===== src/rtl/fpm_pkg.sv =====
package fpm_pkg;

   typedef enum logic [2:0] {
      ST_OFF,
      ST_SETTLE,
      ST_RST_REQ,
      ST_RST_GAP,
      ST_ON,
      ST_FAULT
   } fpm_state_e;

   function automatic int fpm_idx_w(input int n);
      return (n > 1) ? $clog2(n) : 1;
   endfunction

endpackage


===== src/rtl/fpm_poll_div.sv =====
module fpm_poll_div #(
   parameter int POLL_TICKS = 100
) (
   input  logic clk,
   input  logic rst_n,
   input  logic tick_i,
   output logic strobe_o
);
   localparam int CW = $clog2(POLL_TICKS);

   logic [CW-1:0] cnt_q;
   logic          wrap;

   assign wrap     = (cnt_q == CW'(POLL_TICKS - 1));
   assign strobe_o = tick_i & wrap;

   always_ff @(posedge clk) begin
      if (!rst_n)      cnt_q <= '0;
      else if (tick_i) cnt_q <= wrap ? '0 : cnt_q + CW'(1);
   end
endmodule


===== src/rtl/fpm_idle_ctr.sv =====
module fpm_idle_ctr #(
   parameter int IDLE_TICKS = 200
) (
   input  logic clk,
   input  logic rst_n,
   input  logic tick_i,
   input  logic clr_i,
   output logic idle_o
);
   localparam int LIM = IDLE_TICKS + 1;
   localparam int CW  = $clog2(LIM + 1);

   logic [CW-1:0] cnt_q;

   assign idle_o = (cnt_q > CW'(IDLE_TICKS));

   always_ff @(posedge clk) begin
      if (!rst_n)                               cnt_q <= '0;
      else if (clr_i)                           cnt_q <= '0;
      else if (tick_i && cnt_q != CW'(LIM))     cnt_q <= cnt_q + CW'(1);
   end
endmodule


===== src/rtl/fpm_bank_pick.sv =====
module fpm_bank_pick #(
   parameter int NUM_BANKS = 4,
   localparam int IW = fpm_pkg::fpm_idx_w(NUM_BANKS)
) (
   input  logic [NUM_BANKS-1:0] mask_i,
   input  logic [IW-1:0]        start_i,
   output logic                 found_o,
   output logic [IW-1:0]        idx_o
);
   logic [NUM_BANKS-1:0] elig;

   for (genvar g = 0; g < NUM_BANKS; g++) begin : g_elig
      assign elig[g] = mask_i[g] & (start_i <= IW'(g));
   end

   assign found_o = |elig;

   always_comb begin
      idx_o = '0;
      for (int i = NUM_BANKS - 1; i >= 0; i--) begin
         if (elig[i]) idx_o = IW'(i);
      end
   end
endmodule


===== src/rtl/flash_idle_pwr.sv =====
module flash_idle_pwr
   import fpm_pkg::*;
#(
   parameter int NUM_BANKS    = 4,
   parameter int POLL_TICKS   = 100,
   parameter int IDLE_TICKS   = 200,
   parameter int SETTLE_TICKS = 50,
   localparam int BANK_W      = fpm_idx_w(NUM_BANKS)
) (
   input  logic                 clk,
   input  logic                 rst_n,
   input  logic                 tick_i,
   input  logic                 act_i,
   input  logic                 req_i,
   input  logic [NUM_BANKS-1:0] bank_present_i,
   input  logic                 rst_done_i,
   input  logic                 rst_err_i,
   output logic                 rail_en_o,
   output logic                 pad_en_o,
   output logic                 rst_req_o,
   output logic [BANK_W-1:0]    rst_bank_o,
   output logic                 pwr_ready_o,
   output logic                 fatal_o
);
   localparam int SET_W = $clog2(SETTLE_TICKS + 1);

   if (NUM_BANKS < 1) begin : g_bad_banks
      $error("flash_idle_pwr: NUM_BANKS must be at least 1");
   end
   if (POLL_TICKS < 2) begin : g_bad_poll
      $error("flash_idle_pwr: POLL_TICKS must be at least 2");
   end
   if (IDLE_TICKS < 1) begin : g_bad_idle
      $error("flash_idle_pwr: IDLE_TICKS must be at least 1");
   end
   if (SETTLE_TICKS < 1) begin : g_bad_settle
      $error("flash_idle_pwr: SETTLE_TICKS must be at least 1");
   end

   fpm_state_e        state_q, state_d;
   logic [BANK_W-1:0] bank_q, bank_d;
   logic [SET_W-1:0]  sc_q, sc_d;
   logic              fatal_q, fatal_d;

   logic              poll_stb;
   logic              idle_hit;
   logic              refresh;
   logic [BANK_W-1:0] pick_start;
   logic              pick_found;
   logic [BANK_W-1:0] pick_idx;
   logic              settle_done;
   logic              last_bank;
   logic              more_banks;
   logic              done_ok;

   fpm_poll_div #(.POLL_TICKS(POLL_TICKS)) u_poll (
      .clk      (clk),
      .rst_n    (rst_n),
      .tick_i   (tick_i),
      .strobe_o (poll_stb)
   );

   fpm_idle_ctr #(.IDLE_TICKS(IDLE_TICKS)) u_idle (
      .clk    (clk),
      .rst_n  (rst_n),
      .tick_i (tick_i),
      .clr_i  (act_i | refresh),
      .idle_o (idle_hit)
   );

   fpm_bank_pick #(.NUM_BANKS(NUM_BANKS)) u_pick (
      .mask_i  (bank_present_i),
      .start_i (pick_start),
      .found_o (pick_found),
      .idx_o   (pick_idx)
   );

   assign pick_start  = (state_q == ST_SETTLE) ? '0 : bank_q + BANK_W'(1);
   assign settle_done = (state_q == ST_SETTLE) && tick_i &&
                        (sc_q == SET_W'(SETTLE_TICKS - 1));
   assign last_bank   = (bank_q == BANK_W'(NUM_BANKS - 1));
   assign more_banks  = pick_found && !last_bank;
   assign done_ok     = (state_q == ST_RST_REQ) && rst_done_i && !rst_err_i;
   assign refresh     = ((state_q == ST_OFF) && req_i) ||
                        (settle_done && !pick_found) || settle_done ||
                        (done_ok && !more_banks);

   always_comb begin
      state_d = state_q;
      bank_d  = bank_q;
      sc_d    = sc_q;
      fatal_d = fatal_q;
      unique case (state_q)
         ST_OFF: begin
            if (req_i) begin
               state_d = ST_SETTLE;
               sc_d    = '0;
            end
         end
         ST_SETTLE: begin
            if (settle_done) begin
               if (pick_found) begin
                  state_d = ST_RST_REQ;
                  bank_d  = pick_idx;
               end else begin
                  state_d = ST_ON;
               end
            end else if (tick_i) begin
               sc_d = sc_q + SET_W'(1);
            end
         end
         ST_RST_REQ: begin
            if (rst_done_i) begin
               if (rst_err_i) begin
                  state_d = ST_FAULT;
                  fatal_d = 1'b1;
               end else if (more_banks) begin
                  state_d = ST_RST_GAP;
                  bank_d  = pick_idx;
               end else begin
                  state_d = ST_ON;
               end
            end
         end
         ST_RST_GAP: state_d = ST_RST_REQ;
         ST_ON: begin
            if (poll_stb && idle_hit) state_d = ST_OFF;
         end
         ST_FAULT: state_d = ST_FAULT;
         default:  state_d = ST_OFF;
      endcase
   end

   always_ff @(posedge clk) begin
      if (!rst_n) begin
         state_q <= ST_OFF;
         bank_q  <= '0;
         sc_q    <= '0;
         fatal_q <= 1'b0;
      end else begin
         state_q <= state_d;
         bank_q  <= bank_d;
         sc_q    <= sc_d;
         fatal_q <= fatal_d;
      end
   end

   assign rail_en_o   = (state_q != ST_OFF);
   assign pad_en_o    = (state_q == ST_RST_REQ) || (state_q == ST_RST_GAP) ||
                        (state_q == ST_ON) || (state_q == ST_FAULT);
   assign rst_req_o   = (state_q == ST_RST_REQ);
   assign rst_bank_o  = bank_q;
   assign pwr_ready_o = (state_q == ST_ON);
   assign fatal_o     = fatal_q;
endmodule


===== config.mk =====
export PLATFORM = sky130hd
export DESIGN_NAME = flash_idle_pwr
export DESIGN_NICKNAME = d
export VERILOG_FILES = /design/src/rtl/fpm_pkg.sv /design/src/rtl/fpm_poll_div.sv /design/src/rtl/fpm_idle_ctr.sv /design/src/rtl/fpm_bank_pick.sv /design/src/rtl/flash_idle_pwr.sv
export SDC_FILE = /design/constraint.sdc
export NUM_CORES = 1
export LEC_CHECK = 0
export ABC_AREA = 1
export ABC_CLOCK_PERIOD_IN_PS = 1900
export CORE_ASPECT_RATIO = 1.5
export CORE_UTILIZATION = 45
export CTS_CLUSTER_SIZE = 14
export DETAILED_ROUTE_END_ITERATION = 6
export HOLD_SLACK_MARGIN = 0.15
export PLACE_DENSITY_LB_ADDON = 0.05
export SLEW_MARGIN = 30
export SYNTH_ARGS = -nofsm -noshare
export SYNTH_HDL_FRONTEND = slang
export SYNTH_HIERARCHICAL = 1
export SYNTH_SLANG_ARGS = --single-unit

===== constraint.sdc =====
create_clock -name clk -period 1.9 [get_ports clk]
set_input_delay 0.38 -clock clk [delete_from_list [all_inputs] [get_ports clk]]
set_output_delay 0.38 -clock clk [all_outputs]
set_load 0.03 [all_outputs]

# Yosys cells after proc, flatten, opt, wreduce, memory -nomap -nowiden
# Index checks and enable logic that the tools add are counted.
[classes]
add_sub_neg = 4
magnitude_cmp = 5
n_eq_ne = 18
n_mux = 24
n_bitwise = 7
n_reduce_logical = 30
[op_table]
columns = ["operator", "count"]
rows = [
  ["two-way mux 3 bit", 7],
  ["two-way mux 2 bit", 10],
  ["two-way mux 6 bit", 3],
  ["one-hot mux 3 bit (6 select lines)", 1],
  ["!= test 2 bit (second input constant)", 7],
  ["one-hot mux 6 bit (2 select lines)", 1],
  ["logical AND 1 bit", 10],
  ["adder 8 x 1 -> 8 bit (second input constant)", 1],
  ["> comparator 8 bit (second input constant)", 1],
  ["!= test 8 bit (second input constant)", 1],
  ["AND reduction 4 bit", 2],
  ["adder 7 x 1 -> 7 bit (second input constant)", 1],
  ["== test 7 bit (second input constant)", 1],
  ["two-way mux 7 bit", 1],
  ["adder 6 x 1 -> 6 bit (second input constant)", 1],
  ["== test 3 x 2 -> 1 bit (second input constant)", 2],
  ["== test 3 bit (second input constant)", 2],
  ["== test 6 bit (second input constant)", 1],
  ["logical OR 1 bit", 6],
  ["AND reduction 6 bit", 1],
  ["AND 1 bit", 5],
  ["less-or-equal comparator 2 x 1 -> 1 bit (second input constant)", 2],
  ["less-or-equal comparator 2 bit (second input constant)", 2],
  ["zero test 1 bit", 4],
  ["13 further kinds", 15],
]
[word_totals]
ff_bits = 27
inputBits = 11
output_inout_bits = 7
elab_cells = 94

# Logic depth before layout (Yosys ltp)
[depth]
ltp_word = 12
ltp_mapped = 17
ltp_nobuf = 17

# Modules after synthesis
# The synthesis kept the hierarchy.
[modules_own_cells]
columns = ["module", "instances", "cells_per_inst", "area_each_um2", "seq_area_each_um2"]
rows = [
  ["flash_idle_pwr", 1, 135, 824.5, 240.2],
  ["fpm_idle_ctr", 1, 84, 559.3, 160.2],
  ["fpm_poll_div", 1, 53, 381.6, 140.1],
  ["fpm_bank_pick", 1, 13, 53.8, 0.0],
]

# Worst setup path after synthesis
# No wires, ideal clock.
[synth_path]
path_kind = "reg2reg"
startpoint = "register bank_q[1] (netlist: rst_bank_o[1])"
endpoint = "register bank_q[0] (netlist: rst_bank_o[0])"
setup_ns = 0.113
t_arrival_ns = 1.826
t_required_ns = 1.787
setup_slack_ns = -0.039
stages_incl_launch_ff = 14
n_path_buf = 0
period_less_slack_ns = 1.939
cell_sequence = "dfxtp_1 -> ha_1 -> nand2_1 -> inv_1 -> inv_1 -> nand2_1 -> nor2_1 -> inv_1 -> nand3_1 -> nand3_1 -> o21ai_0 -> nand3_1 -> nor2_1 -> nor2_1"
[synth_via]
word_cells_on_any_way = 27
cone_classes = "add/sub: 1; order compare: 4; eq/ne: 3; mux: 11; bitwise: 4; reduce/logical: 4"
[synth_lines]
columns = ["item", "line", "text"]
rows = [
  ["start: declaration", "flash_idle_pwr.sv:41", "logic [BANK_W-1:0] bank_q, bank_d;"],
  ["start signal: assignment", "flash_idle_pwr.sv:142", "bank_q <= bank_d;"],
  ["adder 2 x 1 -> 2 bit (*)", "flash_idle_pwr.sv:78", "assign pick_start = (state_q == ST_SETTLE) ? '0 : bank_q + BANK_W'(1);"],
  ["two-way mux 2 bit (*)", "flash_idle_pwr.sv:78", ""],
  ["net pick_start[1]", "flash_idle_pwr.sv:48", "logic [BANK_W-1:0] pick_start;"],
  ["less-or-equal comparator 2 x 1 -> 1 bit or less-or-equal comparator 2 bit (tied branches)", "fpm_bank_pick.sv:13", "assign elig[g] = mask_i[g] & (start_i <= IW'(g));"],
  ["AND 1 bit", "fpm_bank_pick.sv:13", ""],
  ["OR reduction 4 bit (*)", "fpm_bank_pick.sv:16", "assign found_o = |elig;"],
  ["net pick_found", "flash_idle_pwr.sv:49", "logic pick_found;"],
  ["logical AND 1 bit", "flash_idle_pwr.sv:82", "assign more_banks = pick_found && !last_bank;"],
  ["!= test 2 x 1 -> 1 bit (no source line)", "--", ""],
  ["AND reduction 6 bit (no source line) (*)", "--", ""],
]
# The timed path passes the listed nets; every way through them passes the cells marked *. The select of a mux whose other input is x is not followed.
# A chain may end at the register's enable or synchronous reset.

# Worst setup path after layout
[layout_path]
startpoint = "register state_q[1]"
endpoint = "register u_idle.cnt_q[2]"
[layout_via]
elab_chain_cells = 12
word_cells_on_any_way = 28
cone_classes = "order compare: 4; eq/ne: 2; mux: 1; bitwise: 5; reduce/logical: 16"
[layout_rtl]
columns = ["item", "line", "text"]
rows = [
  ["start: declaration", "flash_idle_pwr.sv:40", "fpm_state_e state_q, state_d;"],
  ["start signal: assignment", "flash_idle_pwr.sv:141", "state_q <= state_d;"],
  ["== test 3 x 1 -> 1 bit (*)", "flash_idle_pwr.sv:78", ""],
  ["two-way mux 2 bit (*)", "flash_idle_pwr.sv:78", ""],
  ["net pick_start[1]", "flash_idle_pwr.sv:48", ""],
  ["less-or-equal comparator 2 x 1 -> 1 bit or less-or-equal comparator 2 bit (tied branches)", "fpm_bank_pick.sv:13", ""],
  ["AND 1 bit", "fpm_bank_pick.sv:13", ""],
  ["OR reduction 4 bit (*)", "fpm_bank_pick.sv:16", ""],
  ["net pick_found", "flash_idle_pwr.sv:49", ""],
  ["zero test 1 bit", "flash_idle_pwr.sv:85", "(settle_done && !pick_found) || settle_done ||"],
  ["logical AND 1 bit", "flash_idle_pwr.sv:85", ""],
  ["logical OR 1 bit", "flash_idle_pwr.sv:84", "assign refresh = ((state_q == ST_OFF) && req_i) ||"],
  ["logical OR 1 bit", "flash_idle_pwr.sv:85", ""],
  ["logical OR 1 bit (*)", "flash_idle_pwr.sv:85", ""],
  ["OR 1 bit (*)", "flash_idle_pwr.sv:67", ".clr_i (act_i | refresh),"],
  ["OR reduction 2 bit (no source line) (*)", "--", ""],
  ["end signal: assignment", "fpm_idle_ctr.sv:20", "else if (tick_i && cnt_q != CW'(LIM)) cnt_q <= cnt_q + CW'(1);"],
  ["end: declaration", "fpm_idle_ctr.sv:13", "logic [CW-1:0] cnt_q;"],
]
# The timed path passes the listed nets; every way through them passes the cells marked *.

==> impl_metrics.ini <==
[outcome]
status = finished, final reports clean

[drt]
remaining_drc_errors = 0
wl_per_cell_um = 10.7
routed_via_density = 4.88
drtAntennaViolNets = 0
firstDrtPassIters = 4
routed_wl_um = 3980
vias = 1817
first_iter_violations = 27

[placed_design]
io_buffers = 17
dpl_worst_slack_ns = -0.118
gp_congestion = 0.850
hpwlAfterDp_um = 3150

[synthesis]
ys_ff_latch = 27
yosysSeqAreaShare_pct = 29.7
synth_simple_gate_area_share_pct = 43.8
synth_cells = 285
synth_cell_types = 27
synth_top_family_by_area = simple AND/OR/NAND/NOR gates
post_synth_fa_ha_maj_area_fraction_pct = 4.81
synth_mux_area_share_pct = 0.550
synth.avg_cell_area_um2 = 6.38
ys_warn_count = 6
synth_compound_area_share_pct = 7.84
synth_xor_area_share_pct = 3.37
syn_area_um2 = 1820
syn_nets = 303

[cts]
cts_tree = built
clk_pin_slew_ns = 0.09
cts_made_buffers = 3
clock_latency_ns = 0.26
cts.sinks = 27
cts_buffer_depth = 2
clockRootBuffer = clkbuf_8
cts.hold.buffers_added = 0
htree_levels = 1

[worst_setup_path]
required_ns = 2.10
crit_path_start_kind = register
cp_max_fo = 6
worst-setup-path-type = reg2reg
cp-end-kind = register
reg2reg_to = u_idle/cnt_q[2]
r2r_slack_ns = 0.06
cp.arrival_ns = 2.04
reg2regPathDepth = 17
reg2reg_from = state_q[1]

[floorplanning]
die_area_um2 = 4310
die_w_um = 53.9
initial_core_util_pct = 48.1
core_um2 = 3780
io-pin-count = 18
die_h_um = 79.9
row_count = 27

[run]
maxCapViolCount = 0

[global_route]
grt_pass1_vias = 1678
antenna_found_initial = 0
grt_max_degree = 15
grt_overflow_total = 0
grt_usage_pct = 20.1
grt_pass1_wl_um = 6530

[final_layout]
final_common_cell = nand2_1
antenna_cells = 0
nets = 348
fillCellCount = 378
area_delta_synth_final_pct = 28.7
layout_common_cells = nand2_1 (68), inv_1 (39), nor2_1 (35)
drive_gt1_share_pct = 24.9

[timing]
layout_setup_ws_ns = 0.0607
min_period_ns = 1.84
worstMarginPinSlew_ns = 0.313
slew_viol_final = 0
finClkSkew_ns = 0.00234
holdWs_ns = 0.471
fin_crit_sh_pct = 96.8
hold_viol_final = 0
rsz0062_at_grt = yes
relSlewSlack_pct = 79.1
setup_viol = 0
fmax_mhz = 544

[min_path]
hold_end = fatal_o
hold_depth = 2
min_from = fatal_o
hold_class = reg2reg

[power_and_ir_drop]
ir_worst_vdd_mv = 0.887
p_per_area_nw_per_um2 = 1010
p_leak_nw = 1.06
p_total_w = 0.00238
==> how the worst max path moves through the flow <==
stage | start | endpoint | slack (ns) | depth (start not counted)
after detailed placement | bank_present_i[0] | u_idle/cnt_q[3] | -0.12 | 11
after global routing | state_q[1] | u_idle/cnt_q[7] | -0.09 | 17
final | state_q[1] | u_idle/cnt_q[2] | 0.06 | 17
after floorplan | state_q[1] | u_idle/cnt_q[5] | 0.03 | 15
after CTS | state_q[1] | u_idle/cnt_q[3] | 0.004 | 17
after global placement | bank_present_i[2] | u_idle/cnt_q[5] | -0.08 | 9
==> sequential cells by signal, summed over array words and instances, names as in the netlist <==
register,flops
sc_q,6
rst_bank_o,2
u_idle/cnt_q,8
fatal_o,1
state_q,3
u_poll/cnt_q,7
==> power breakdown <==
part	switching, W	internal (W)	leakage, nW	total, W
registers	0.0000684	0.000644	0.220	0.000712
clock network	0.000165	0.000150	0.0228	0.000315
logic	0.000774	0.000575	0.821	0.00135
==> worst max-delay path: stages (launching register included) <==
cell and delay (ns):
dfxtp_2 0.33, inv_2 0.05, nand2_2 0.06, nor2_4 0.13
inv_2 0.08, nand2_2 0.06, inv_2 0.05, inv_2 0.05
nand2_2 0.05, nor2_2 0.12, inv_1 0.06, nand3_2 0.10
a21oi_2 0.07, nand3_1 0.07, nand4_1 0.11, nor2_2 0.16
inv_2 0.10, a21oi_1 0.11
==> kinds of logic after synthesis <==
logic type / count (synthesis)
AO/OA/AOI/OAI: 26
AND/OR/NAND/NOR: 169
buffers and inverters: 48
multiplexers: 1
adder cells (fa/ha/maj): 7
XOR/XNOR: 7
flip-flops: 27
==> cell type report <==
type	instances	area [um^2]	share of cell area, %
well taps	43	53.8	2.30
flip-flops and latches	27	544	23.2
repair buffers	40	338	14.4
inverters	48	180	7.70
multi-input cells	210	1180	50.4
clock buffers	4	45.0	1.92
==> synthesized netlist by cell type, drive strengths merged <==
cell    instances  area, um^2
a21oi          14        70.1
a31oi           1        6.26
and2            1        6.26
dfxtp          27         541
ha              7        87.6
inv            48         180
mux2i           1        10.0
nand2          83         344
nand3          24         125
nand3b          1        7.51
nand4           8        56.3
nor2           49         236
nor2b           1        6.26
nor3            2        15.0
o21ai          11        66.3
xnor2           1        8.76
xor2            6        52.6
==> what timing repair did <==
item | in CTS | in global routing
pin swaps | 3 | 14
setup buffers | 0 | 2
hold endpoints to repair | 0 | 0
setup endpoints to repair | 9 | 16
gates resized for setup | 7 | 27
==> layer usage <==
metal,up-vias,global-route usage [%],wire (um)
met5,-,0,0
met3,6,1.90,89
met1,808,19.7,1670
met2,24,39.8,2140
li1,979,-,-
met4,0,7.63,82
==> through the flow <==
stage	instance area, um^2	utilization [%]	instances	TNS (ns)
2_1_floorplan	1820	-	285	0
3_3_place_gp	2200	58.2	366	-0.411
3_5_place_dp	2200	58.2	366	-0.684
4_1_cts	2250	59.5	370	0
5_1_grt	2340	61.9	372	-0.838
6_report	2340	61.9	372	0
(Power assumes the default switching activity.)
